[src/rtl/exc_cause_pkg.sv]
package exc_cause_pkg;
  localparam int DATA_W   = 32;
  localparam int HW_IRQ   = 6;
  localparam int SW_IRQ   = 2;
  localparam int NUM_IRQ  = HW_IRQ + SW_IRQ;
  localparam int CODE_W   = 5;
  localparam int CP_W     = 2;
  localparam int LVL_W    = 6;

  localparam int POS_BD   = 31;
  localparam int POS_TI   = 30;
  localparam int POS_CP   = 28;
  localparam int POS_DC   = 27;
  localparam int POS_PCI  = 26;
  localparam int POS_IV   = 23;
  localparam int POS_WP   = 22;
  localparam int POS_HW   = 10;
  localparam int POS_SW   = 8;
  localparam int POS_CODE = 2;
  localparam int POS_IE   = 0;
  localparam int POS_MASK = 8;

  typedef enum logic [1:0] {
    SEL_STATUS  = 2'd0,
    SEL_CAUSE   = 2'd1,
    SEL_RESTART = 2'd2,
    SEL_NONE    = 2'd3
  } reg_sel_e;

  // Restart point: the branch before a delay slot, otherwise the faulting address
  function automatic logic [31:0] restart_point(input logic [31:0] pc,
                                                input logic in_slot,
                                                input logic [31:0] step);
    return in_slot ? (pc - step) : pc;
  endfunction

  // Request gate: any pending source that is masked in
  function automatic logic masked_any(input logic [NUM_IRQ-1:0] pend,
                                      input logic [NUM_IRQ-1:0] mask);
    return |(pend & mask);
  endfunction
endpackage

[src/rtl/irq_gate.sv]
module irq_gate
  import exc_cause_pkg::*;
(
  input  logic               glob_en,
  input  logic [NUM_IRQ-1:0] mask,
  input  logic [NUM_IRQ-1:0] pending,
  input  logic               ext_mode,
  input  logic [LVL_W-1:0]   ext_level,
  output logic               irq_req
);
  logic pin_path;
  logic ext_path;

  assign pin_path = masked_any(pending, mask);
  assign ext_path = |ext_level;
  assign irq_req  = glob_en & (ext_mode ? ext_path : pin_path);
endmodule

[src/rtl/watch_track.sv]
module watch_track (
  input  logic clk,
  input  logic rst_n,
  input  logic hit,
  input  logic in_special,
  input  logic clr_wr,
  output logic pend_q,
  output logic watch_req
);
  logic set_ev;

  assign set_ev = hit & in_special;

  always_ff @(posedge clk) begin
    if (!rst_n)      pend_q <= 1'b0;
    else if (set_ev) pend_q <= 1'b1;
    else if (clr_wr) pend_q <= 1'b0;
  end

  assign watch_req = pend_q & ~in_special;
endmodule

[src/rtl/cause_fields.sv]
module cause_fields
  import exc_cause_pkg::*;
#(
  parameter int ADDR_W     = 32,
  parameter int INSN_BYTES = 4
) (
  input  logic              clk,
  input  logic              rst_n,
  input  logic              exc_stb,
  input  logic [CODE_W-1:0] exc_code,
  input  logic              exc_bd,
  input  logic [CP_W-1:0]   exc_cp,
  input  logic [ADDR_W-1:0] exc_pc,
  input  logic              cause_we,
  input  logic [DATA_W-1:0] wdata,
  output logic [CODE_W-1:0] code_q,
  output logic              bd_q,
  output logic [CP_W-1:0]   cp_q,
  output logic [ADDR_W-1:0] restart_q,
  output logic              dc_q,
  output logic              iv_q,
  output logic [SW_IRQ-1:0] sw_q
);
  localparam logic [31:0] STEP = 32'(INSN_BYTES);

  logic [31:0] pc_ext;
  logic [31:0] rp_full;

  assign pc_ext  = 32'(exc_pc);
  assign rp_full = restart_point(pc_ext, exc_bd, STEP);

  // Fields loaded only at exception entry
  always_ff @(posedge clk) begin
    if (!rst_n) begin
      code_q    <= '0;
      bd_q      <= 1'b0;
      cp_q      <= '0;
      restart_q <= '0;
    end else if (exc_stb) begin
      code_q    <= exc_code;
      bd_q      <= exc_bd;
      cp_q      <= exc_cp;
      restart_q <= rp_full[ADDR_W-1:0];
    end
  end

  // Software-writable fields
  always_ff @(posedge clk) begin
    if (!rst_n) begin
      dc_q <= 1'b0;
      iv_q <= 1'b0;
      sw_q <= '0;
    end else if (cause_we) begin
      dc_q <= wdata[POS_DC];
      iv_q <= wdata[POS_IV];
      sw_q <= wdata[POS_SW +: SW_IRQ];
    end
  end
endmodule

[src/rtl/exc_cause_ctl.sv]
module exc_cause_ctl
  import exc_cause_pkg::*;
#(
  parameter int ADDR_W     = 32,
  parameter int INSN_BYTES = 4
) (
  input  logic        clk,
  input  logic        rst_n,
  input  logic [5:0]  irq_pins,
  input  logic        timer_irq,
  input  logic        perf_irq,
  input  logic        ext_mode,
  input  logic [5:0]  ext_level,
  input  logic        exc_stb,
  input  logic [4:0]  exc_code,
  input  logic        exc_bd,
  input  logic [1:0]  exc_cp,
  input  logic [31:0] exc_pc,
  input  logic        watch_hit,
  input  logic        in_special_mode,
  input  logic        cmd_di,
  input  logic        cmd_ei,
  input  logic [1:0]  reg_sel,
  input  logic        reg_we,
  input  logic [31:0] reg_wdata,
  output logic [31:0] reg_rdata,
  output logic        irq_req,
  output logic        count_stop,
  output logic        vec_sel,
  output logic        watch_req
);
  // Named internal events for the checker
  logic               status_wr;
  logic               cause_wr;
  logic               wp_clear_wr;
  logic               ie_q;
  logic [NUM_IRQ-1:0] mask_q;
  logic [NUM_IRQ-1:0] pending;
  logic [HW_IRQ-1:0]  hw_view;
  logic               wp_q;
  logic [CODE_W-1:0]  code_q;
  logic               bd_q;
  logic [CP_W-1:0]    cp_q;
  logic [ADDR_W-1:0]  restart_q;
  logic               dc_q;
  logic               iv_q;
  logic [SW_IRQ-1:0]  sw_q;
  logic [DATA_W-1:0]  cause_word;
  logic [DATA_W-1:0]  status_word;
  logic               unused_wdata;

  assign status_wr   = reg_we & (reg_sel == SEL_STATUS);
  assign cause_wr    = reg_we & (reg_sel == SEL_CAUSE);
  assign wp_clear_wr = cause_wr & ~reg_wdata[POS_WP];
  assign unused_wdata = ^reg_wdata;

  // Status: global enable and mask; commands own the enable bit
  always_ff @(posedge clk) begin
    if (!rst_n) begin
      ie_q   <= 1'b0;
      mask_q <= '0;
    end else begin
      if (status_wr) mask_q <= reg_wdata[POS_MASK +: NUM_IRQ];
      if (cmd_di)         ie_q <= 1'b0;
      else if (cmd_ei)    ie_q <= 1'b1;
      else if (status_wr) ie_q <= reg_wdata[POS_IE];
    end
  end

  cause_fields #(.ADDR_W(ADDR_W), .INSN_BYTES(INSN_BYTES)) u_fields (
    .clk       (clk),
    .rst_n     (rst_n),
    .exc_stb   (exc_stb),
    .exc_code  (exc_code),
    .exc_bd    (exc_bd),
    .exc_cp    (exc_cp),
    .exc_pc    (exc_pc[ADDR_W-1:0]),
    .cause_we  (cause_wr),
    .wdata     (reg_wdata),
    .code_q    (code_q),
    .bd_q      (bd_q),
    .cp_q      (cp_q),
    .restart_q (restart_q),
    .dc_q      (dc_q),
    .iv_q      (iv_q),
    .sw_q      (sw_q)
  );

  watch_track u_watch (
    .clk        (clk),
    .rst_n      (rst_n),
    .hit        (watch_hit),
    .in_special (in_special_mode),
    .clr_wr     (wp_clear_wr),
    .pend_q     (wp_q),
    .watch_req  (watch_req)
  );

  assign hw_view = ext_mode ? ext_level : irq_pins;
  assign pending = {irq_pins, sw_q};

  irq_gate u_gate (
    .glob_en   (ie_q),
    .mask      (mask_q),
    .pending   (pending),
    .ext_mode  (ext_mode),
    .ext_level (ext_level),
    .irq_req   (irq_req)
  );

  always_comb begin
    cause_word                    = '0;
    cause_word[POS_BD]            = bd_q;
    cause_word[POS_TI]            = timer_irq;
    cause_word[POS_CP +: CP_W]    = cp_q;
    cause_word[POS_DC]            = dc_q;
    cause_word[POS_PCI]           = perf_irq;
    cause_word[POS_IV]            = iv_q;
    cause_word[POS_WP]            = wp_q;
    cause_word[POS_HW +: HW_IRQ]  = hw_view;
    cause_word[POS_SW +: SW_IRQ]  = sw_q;
    cause_word[POS_CODE +: CODE_W] = code_q;
  end

  always_comb begin
    status_word                      = '0;
    status_word[POS_IE]              = ie_q;
    status_word[POS_MASK +: NUM_IRQ] = mask_q;
  end

  always_comb begin
    unique case (reg_sel)
      SEL_STATUS:  reg_rdata = status_word;
      SEL_CAUSE:   reg_rdata = cause_word;
      SEL_RESTART: reg_rdata = 32'(restart_q);
      default:     reg_rdata = '0;
    endcase
  end

  assign count_stop = dc_q;
  assign vec_sel    = iv_q;
endmodule

[config.mk]
export PLATFORM = sky130hd
export DESIGN_NAME = exc_cause_ctl
export DESIGN_NICKNAME = d
export VERILOG_FILES = /design/src/rtl/exc_cause_pkg.sv /design/src/rtl/irq_gate.sv /design/src/rtl/watch_track.sv /design/src/rtl/cause_fields.sv /design/src/rtl/exc_cause_ctl.sv
export SDC_FILE = /design/constraint.sdc
export NUM_CORES = 1
export LEC_CHECK = 0
export ABC_AREA = 1
export BUFFER_PORTS_ARGS = -buffer_cell sky130_fd_sc_hd__buf_2
export CORE_MARGIN = 3
export CORE_UTILIZATION = 40
export CTS_CLUSTER_SIZE = 14
export DETAILED_ROUTE_END_ITERATION = 7
export PLACE_DENSITY = 0.7
export SYNTH_ARGS = -nofsm -noshare
export SYNTH_HDL_FRONTEND = slang
export SYNTH_HIERARCHICAL = 1
export SYNTH_SLANG_ARGS = --single-unit
[constraint.sdc]
create_clock -name clk -period 1.14 [get_ports clk]
set_input_delay 0.114 -clock clk [delete_from_list [all_inputs] [get_ports clk]]
set_output_delay 0.114 -clock clk [all_outputs]
set_load 0.02 [all_outputs]
==> impl_metrics.csv, run 1 <==
group,metric,value,unit
floorplanning,boundaryPins,133,
placement,dp_cells,792,
yosys,synth_cell_types,33,
run,maxCapViolations,0,
setup_path,critPathKind,"reg2out",
floorplanning,die_y,97.94,um
yosys,synth_area_per_cell,6.319,sq um
setup_path,setup.worst_path.start,"u_fields/sw_q[0]$_SDFFE_PN0P_",
outcome,violations,"setup timing",
route,first_iter_violations,180,
placement,gp_congestion,0.9130,
route,route.vias.total,4005,
clock_tree,clock-root-buffer,"clkbuf_8",
timing,setup_viol_count_final,3,
route,drcViolationCount,0,
route,firstDrtPassIters,5,
yosys,ys_ff_latch,54,
setup_path,r2r_slack,0.37,ns
route,route.detailed.wl_per_inst,13.49,um
pwr,netSwitchingPower,0.001374,W
clock_tree,htreeDepth,2,
pwr,internal_power,0.003263,W
cells_and_area,nFillCells,772,
cells_and_area,utilization,0.6106,
setup_path,worstRegToRegCells,3,
placement,hpwl,8.413,mm
yosys,syn_inst,535,
setup_path,crit_arrival,1.16,ns
timing,finalCritPeriodShare,1.118,
timing,whs,0.007981,ns
setup_path,timing.rr.start,"u_fields/dc_q$_SDFFE_PN0P_",
clock_tree,cts_buffer_depth,2,
clock_tree,cts_tree,"done",
timing,min_period,1.275,ns
floorplanning,start_util,0.4243,
timing,max_slew_margin,0.7088,
timing,rsz0062_at_grt,"yes",
cells_and_area,finalNetCount,800,
setup_path,cp_max_fo,3,
pwr,clockPowerShare,0.301,
floorplanning,num_rows,32,
yosys,syn_area,0.003381,sq mm
cells_and_area,antenna_cells,0,
timing,final_max_slew_viol_count,0,
route,ant_nets,0,
clock_tree,clock_sinks,54,
clock_tree,clk_latency,0.32,ns
clock_tree,holdBufCountCts,0,
grt,grt-ovfl-total,0,
grt,grt_max_degree,38,
setup_path,cp.required,1.03,ns
route,wirelength,10.86,mm
outcome,status,"complete, but fails checks",
setup_path,slowest_delay,0.34,ns
floorplanning,die_area,0.009591,sq mm
timing,max_freq,784.3,MHz
grt,antenna_found_initial,0,
yosys,syn_nets,633,
setup_path,cp_common_cell,"nand2_1",
setup_path,setup.worst_path.end,"irq_req",
cells_and_area,drive_gt1_frac,0.3627,
pwr,netSwitchingFraction,0.2963,
pwr,p_seq_frac,0.451,
yosys,yosysWarnings,6,
timing,skew,0,ns
grt,grt_pass1_vias,3891,
setup_path,start_kind,"register",
grt,grt_pass1_wl,17.57,mm
pwr,p_leak,2.407,nW
floorplanning,die_w,97.94,um
worst_hold_path,hold_path_class,"in2reg",
setup_path,reg2reg_to,"u_fields/dc_q$_SDFFE_PN0P_",
clock_tree,cts_made_buffers,5,
pwr,ir_drop,0.4981,mV
clock_tree,path_clk_slew,0.11,ns
cells_and_area,final_cell_count_no_fill,805,
yosys,ys_seq_area_frac,0.3198,
cells_and_area,syn_to_final_growth,43.89,%
pwr,power.density,953.1,mW/mm^2
timing,hold_violations,0,
route,via_per_inst,4.975,
grt,grtUsageTotal,0.2159,
timing,setup_ws,-0.1350,ns
timing,worstMarginPinSlew,0.4364,ns
setup_path,path_cells,"nand2_1, nand2_1, nor2_2, nand3_1, nand2_1, inv_1, buf_6",
setup_path,critPathSlowestCell,"dfxtp_2",
pwr,comb_power_share,0.248,
placement,portBuffers,112,
setup_path,end_kind,"output pin",
placement,dpl_worst_slack,-0.2247,ns
floorplanning,core_area,0.007968,sq mm
==> what timing repair did <==
| item | 4_1_cts | 5_1_grt |
|---|---|---|
| setup buffers | 2 | 0 |
| pin swaps | 11 | 9 |
| gates resized for setup | 40 | 43 |
| setup endpoints to repair | 13 | 29 |
| gates cloned | 0 | 3 |
==> Yosys cell counts <==
master    instances  area share
nor2_1          130        0.14
nand2_1          96        0.11
inv_1            59       0.066
dfxtp_1          54        0.32
o21ai_0          50       0.074
nand3_1          30       0.044
a21oi_1          22       0.033
clkbuf_1         10       0.011
nand4_1          10       0.019
xor2_1            8       0.021
nor2_4            7       0.023
a22o_1            6       0.016
a22o_2            6       0.018
buf_6             5       0.017
nor2_2            5      0.0093
nand2_2           4      0.0074
nor3_1            4      0.0059
a21oi_2           3      0.0078
buf_2             3      0.0044
inv_2             3      0.0033
o211ai_1          3      0.0067
xnor2_1           3      0.0078
clkinv_2          2      0.0030
nand3b_1          2      0.0044
o21bai_1          2      0.0044
a22o_4            1      0.0052
a31oi_1           1      0.0019
ha_1              1      0.0037
nand3_4           1      0.0052
nor3_2            1      0.0030
o21ai_1           1      0.0015
o221ai_1          1      0.0026
or2_0             1      0.0019
==> worst max-delay path: cells and delay by family, from the launching register on <==
family	cells	cell delay, ns
DFF	1	0.34
and+or+nand+nor	5	0.35
buffers and inverters	2	0.16
==> per-layer routing <==
metal	routed length, um	global-route usage	share of wire	vias up
li1	-	-	-	2044
met1	4873	0.2796	0.45	1815
met2	5242	0.3754	0.48	131
met3	560	0.03071	0.052	15
met4	180	0.05644	0.017	0
met5	0	0	0	-
==> per-stage QoR <==
| step | power [W] | setup TNS, ns | area, sq um |
|---|---|---|---|
| global placement | 0.003145 | -2.486 | 4462 |
| CTS | 0.004589 | -0.2031 | 4703 |
| detailed placement | 0.003169 | -3.109 | 4462 |
| global route | 0.004855 | -0.4210 | 4865 |
| finish | 0.004636 | -0.1591 | 4865 |
| floorplan | 0.002662 | 0 | 3387 |
==> power groups by stage <==
| stage | Combinational, W | Sequential (W) | Clock, W |
|---|---|---|---|
| after floorplan | 0.000556 | 0.00211 | 0 |
| after global placement | 0.00103 | 0.00212 | 0 |
| after detailed placement | 0.00104 | 0.00213 | 0 |
| after CTS | 0.00109 | 0.00209 | 0.00141 |
| after global routing | 0.00127 | 0.00211 | 0.00148 |
| final | 0.00115 | 0.00209 | 0.00139 |
==> cell usage in the layout, fill, tap and decap left out, types with 3 or more instances in the layout <==
cell / Yosys / final
a21oi_1: 22 / 22
xnor2_1: 3 / 3
nand2_1: 96 / 95
nor2_1: 130 / 125
buf_12: 0 / 3
nor3_1: 4 / 3
a22o_2: 6 / 3
o211ai_1: 3 / 3
inv_2: 3 / 5
nor2_2: 5 / 10
buf_2: 3 / 89
clkbuf_8: 0 / 6
a21oi_2: 3 / 3
dfxtp_1: 54 / 31
a22o_4: 1 / 4
xor2_1: 8 / 8
o21ai_0: 50 / 49
a22o_1: 6 / 6
nand2_2: 4 / 5
buf_4: 0 / 66
nand4_1: 10 / 10
nor2_4: 7 / 8
nand3_1: 30 / 29
dfxtp_2: 0 / 22
inv_1: 59 / 55
buf_6: 5 / 17
==> how the worst min path moves through the flow <==
| stage | startpoint | to | slack (ns) | depth (start not counted) |
|---|---|---|---|---|
| after CTS | cmd_di | ie_q$_SDFFE_PP0P_ | 0.009 | 4 |
| after floorplan | rst_n | u_watch/pend_q$_SDFFE_PN0P_ | 0.24 | 2 |
| after detailed placement | exc_pc[1] | u_fields/restart_q[1]$_SDFFE_PN0P_ | 0.34 | 3 |
| after global routing | exc_code[2] | u_fields/code_q[2]$_SDFFE_PN0P_ | 0.02 | 3 |
| final | cmd_di | ie_q$_SDFFE_PP0P_ | 0.008 | 4 |
| after global placement | exc_cp[0] | u_fields/cp_q[0]$_SDFFE_PN0P_ | 0.34 | 3 |
==> flip-flops by register name, summed over array words and instances, names as in the netlist, 2 cells and up <==
signal and cells:
mask_q 8, u_fields/restart_q 32, u_fields/cp_q 2, u_fields/code_q 5
u_fields/sw_q 2
==> final cells by class <==
class / count / area (sq um) / area share
multi-input cells: 400 / 2009 / 0.4131
repair buffers: 177 / 1242 / 0.2554
flip-flops and latches: 54 / 1112 / 0.2287
inverters: 64 / 251.5 / 0.05170
well taps: 102 / 127.6 / 0.02623
clock buffers: 6 / 82.58 / 0.01698
clock inverters: 2 / 38.79 / 0.007973
==> cell families (layout without fill, tap and decap cells) <==
| family | count (synthesis) | after routing | share of synthesized area |
|---|---|---|---|
| simple gates | 291 | 292 | 0.3742 |
| compound gates | 96 | 96 | 0.1699 |
| buf+inv | 82 | 249 | 0.1040 |
| flops | 54 | 54 | 0.3198 |
| xor+xnor | 11 | 11 | 0.02850 |
| fa+ha+maj | 1 | 1 | 0.003700 |
Note: power is estimated with default switching activity, not from simulation.
==> inputs of run 2 (changes only) <==
Settings changed: CORE_ASPECT_RATIO set to 1.1.
==> impl_metrics.csv, run 2 (synthesized netlist as in run 1, its figures left out) <==
group,metric,value,unit
outcome,status,"complete, but fails checks",
outcome,violations,"setup timing",
cells_and_area,final_cell_count_no_fill,810,
grt,grt_util_met1,0.2650,
grt,grt_pass1_vias,3689,
clock_tree,clock_sinks,54,
timing,skew,0,ns
floorplanning,boundaryPins,133,
route,drcViolationCount,0,
placement,hpwl,8.472,mm
placement,dpl_worst_slack,-0.2431,ns
timing,setup_viol_count_final,2,
pwr,power.density,955.3,mW/mm^2
clock_tree,clk_latency,0.31,ns
floorplanning,die_y,102.4,um
grt,met2_usage,0.4010,
cells_and_area,syn_to_final_growth,43.04,%
pwr,ir_drop,0.6249,mV
setup_path,end_kind,"output pin",
timing,setup_ws,-0.1412,ns
setup_path,setup.worst_path.start,"u_fields/sw_q[0]$_SDFFE_PN0P_",
floorplanning,die_area,0.009592,sq mm
route,route.detailed.wl_per_inst,13.50,um
worst_hold_path,hold_path_class,"in2reg",
cells_and_area,finalNetCount,799,
setup_path,timing.rr.start,"u_fields/sw_q[1]$_SDFFE_PN0P_",
clock_tree,path_clk_slew,0.11,ns
floorplanning,num_rows,34,
clock_tree,htreeDepth,2,
clock_tree,clock-root-buffer,"clkbuf_8",
setup_path,start_kind,"register",
cells_and_area,largest_register,"u_fields/restart_q",
run,maxCapViolations,0,
placement,gp_congestion,0.9126,
grt,antenna_found_initial,0,
timing,finalCritPeriodShare,1.124,
grt,top_usage_layer,"met2",
timing,hold_violations,0,
timing,max_slew_margin,0.7391,
cells_and_area,final_area,0.004836,sq mm
placement,placed_area,0.004487,sq mm
grt,grtUsageTotal,0.2183,
clock_tree,cts_buffer_depth,2,
cells_and_area,nFillCells,781,
timing,final_max_slew_viol_count,0,
grt,grt_pass1_wl,16.80,mm
pwr,p_leak,2.402,nW
timing,rsz0062_at_grt,"yes",
setup_path,cp_max_fo,3,
floorplanning,core_area,0.008083,sq mm
setup_path,crit_arrival,1.17,ns
route,ant_nets,0,
route,first_iter_violations,216,
cells_and_area,drive_gt1_frac,0.3575,
floorplanning,die_w,93.66,um
clock_tree,cts_made_buffers,5,
route,via_per_inst,4.989,
cells_and_area,largest_register_ffs,32,
route,route.vias.total,4041,
timing,whs,0.01896,ns
timing,max_freq,780.5,MHz
cells_and_area,layout_common_cells,"nor2_1 (129), nand2_1 (94), buf_2 (89)",
grt,grt-ovfl-total,0,
timing,worstMarginPinSlew,0.3909,ns
grt,grtUsageMet3,0.02872,
cells_and_area,antenna_cells,0,
pwr,power,0.004620,W
setup_path,cp.required,1.03,ns
placement,dp_cells,797,
floorplanning,start_util,0.4183,
timing,min_period,1.281,ns
worst_hold_path,min_from,"reg_wdata[27]",
placement,portBuffers,112,
cells_and_area,reg_top3,"u_fields/restart_q: 32 flops, mask_q: 8 flops, u_fields/code_q: 5 flops",
cells_and_area,final_common_cell,"nor2_1",
setup_path,critPathKind,"reg2out",
route,firstDrtPassIters,5,
clock_tree,cts_tree,"done",
grt,grt_max_degree,28,
route,wirelength,10.94,mm
-- run 2: path summary, 6_finish.rpt --
check / to / slack, ns / cells past startpoint
max: irq_req / -0.14 / 7
min: u_fields/dc_q$_SDFFE_PN0P_ / 0.02 / 3
max reg2reg: u_fields/sw_q[1]$_SDFFE_PN0P_ / 0.32 / 3
min reg2reg: u_watch/pend_q$_SDFFE_PN0P_ / 0.50 / 2
-- run 2: power breakdown --
part	switching, W	internal (W)	leakage (nW)
combinational	0.000625	0.000520	1.89
sequential	0.0000796	0.00202	0.456
clock	0.000703	0.000671	0.0563
-- run 2: per-layer routing --
metal | part of all wire | vias up | routed length [um]
li1 | - | 2053 | -
met4 | 0.016 | 0 | 170
met1 | 0.42 | 1836 | 4605
met2 | 0.50 | 140 | 5519
met5 | 0 | - | 0
met3 | 0.059 | 12 | 643
-- run 2: repair_timing --
action / in CTS / in global routing
buffers inserted: 3 / 0
endpoints found under the hold margin: 1 / 0
endpoints found under the setup margin: 13 / 27
hold buffers: 1 / 0
gates resized for setup: 42 / 32
cloned: 0 / 1
pin swaps: 11 / 8
-- run 2: stage by stage --
step	utilization	TNS, ns
CTS	0.5872	-0.2309
global placement	0.5551	-2.411
global route	0.5983	-0.4688
detailed placement	0.5551	-3.156
finish	0.5983	-0.1504
floorplan	-	0
-- run 2: critical path: stages (launching register included) --
cell and delay, ns:
dfxtp_2 0.35, nand2_2 0.05, nand2_1 0.05, nor2_1 0.11
nand3_1 0.07, nand2_1 0.06, inv_1 0.04, buf_6 0.12
-- run 2: area by class of cell --
class                           instances  area (sq um)  share of cell area
Clock buffer                            5         68.82             0.01423
Clock inverter                          3         48.80             0.01009
Inverter                               64         246.5             0.05097
Tap cell                              108         135.1             0.02794
Sequential cell                        54          1111              0.2298
Timing Repair Buffer                  176          1220              0.2523
Multi-Input combinational cell        400          2006              0.4147
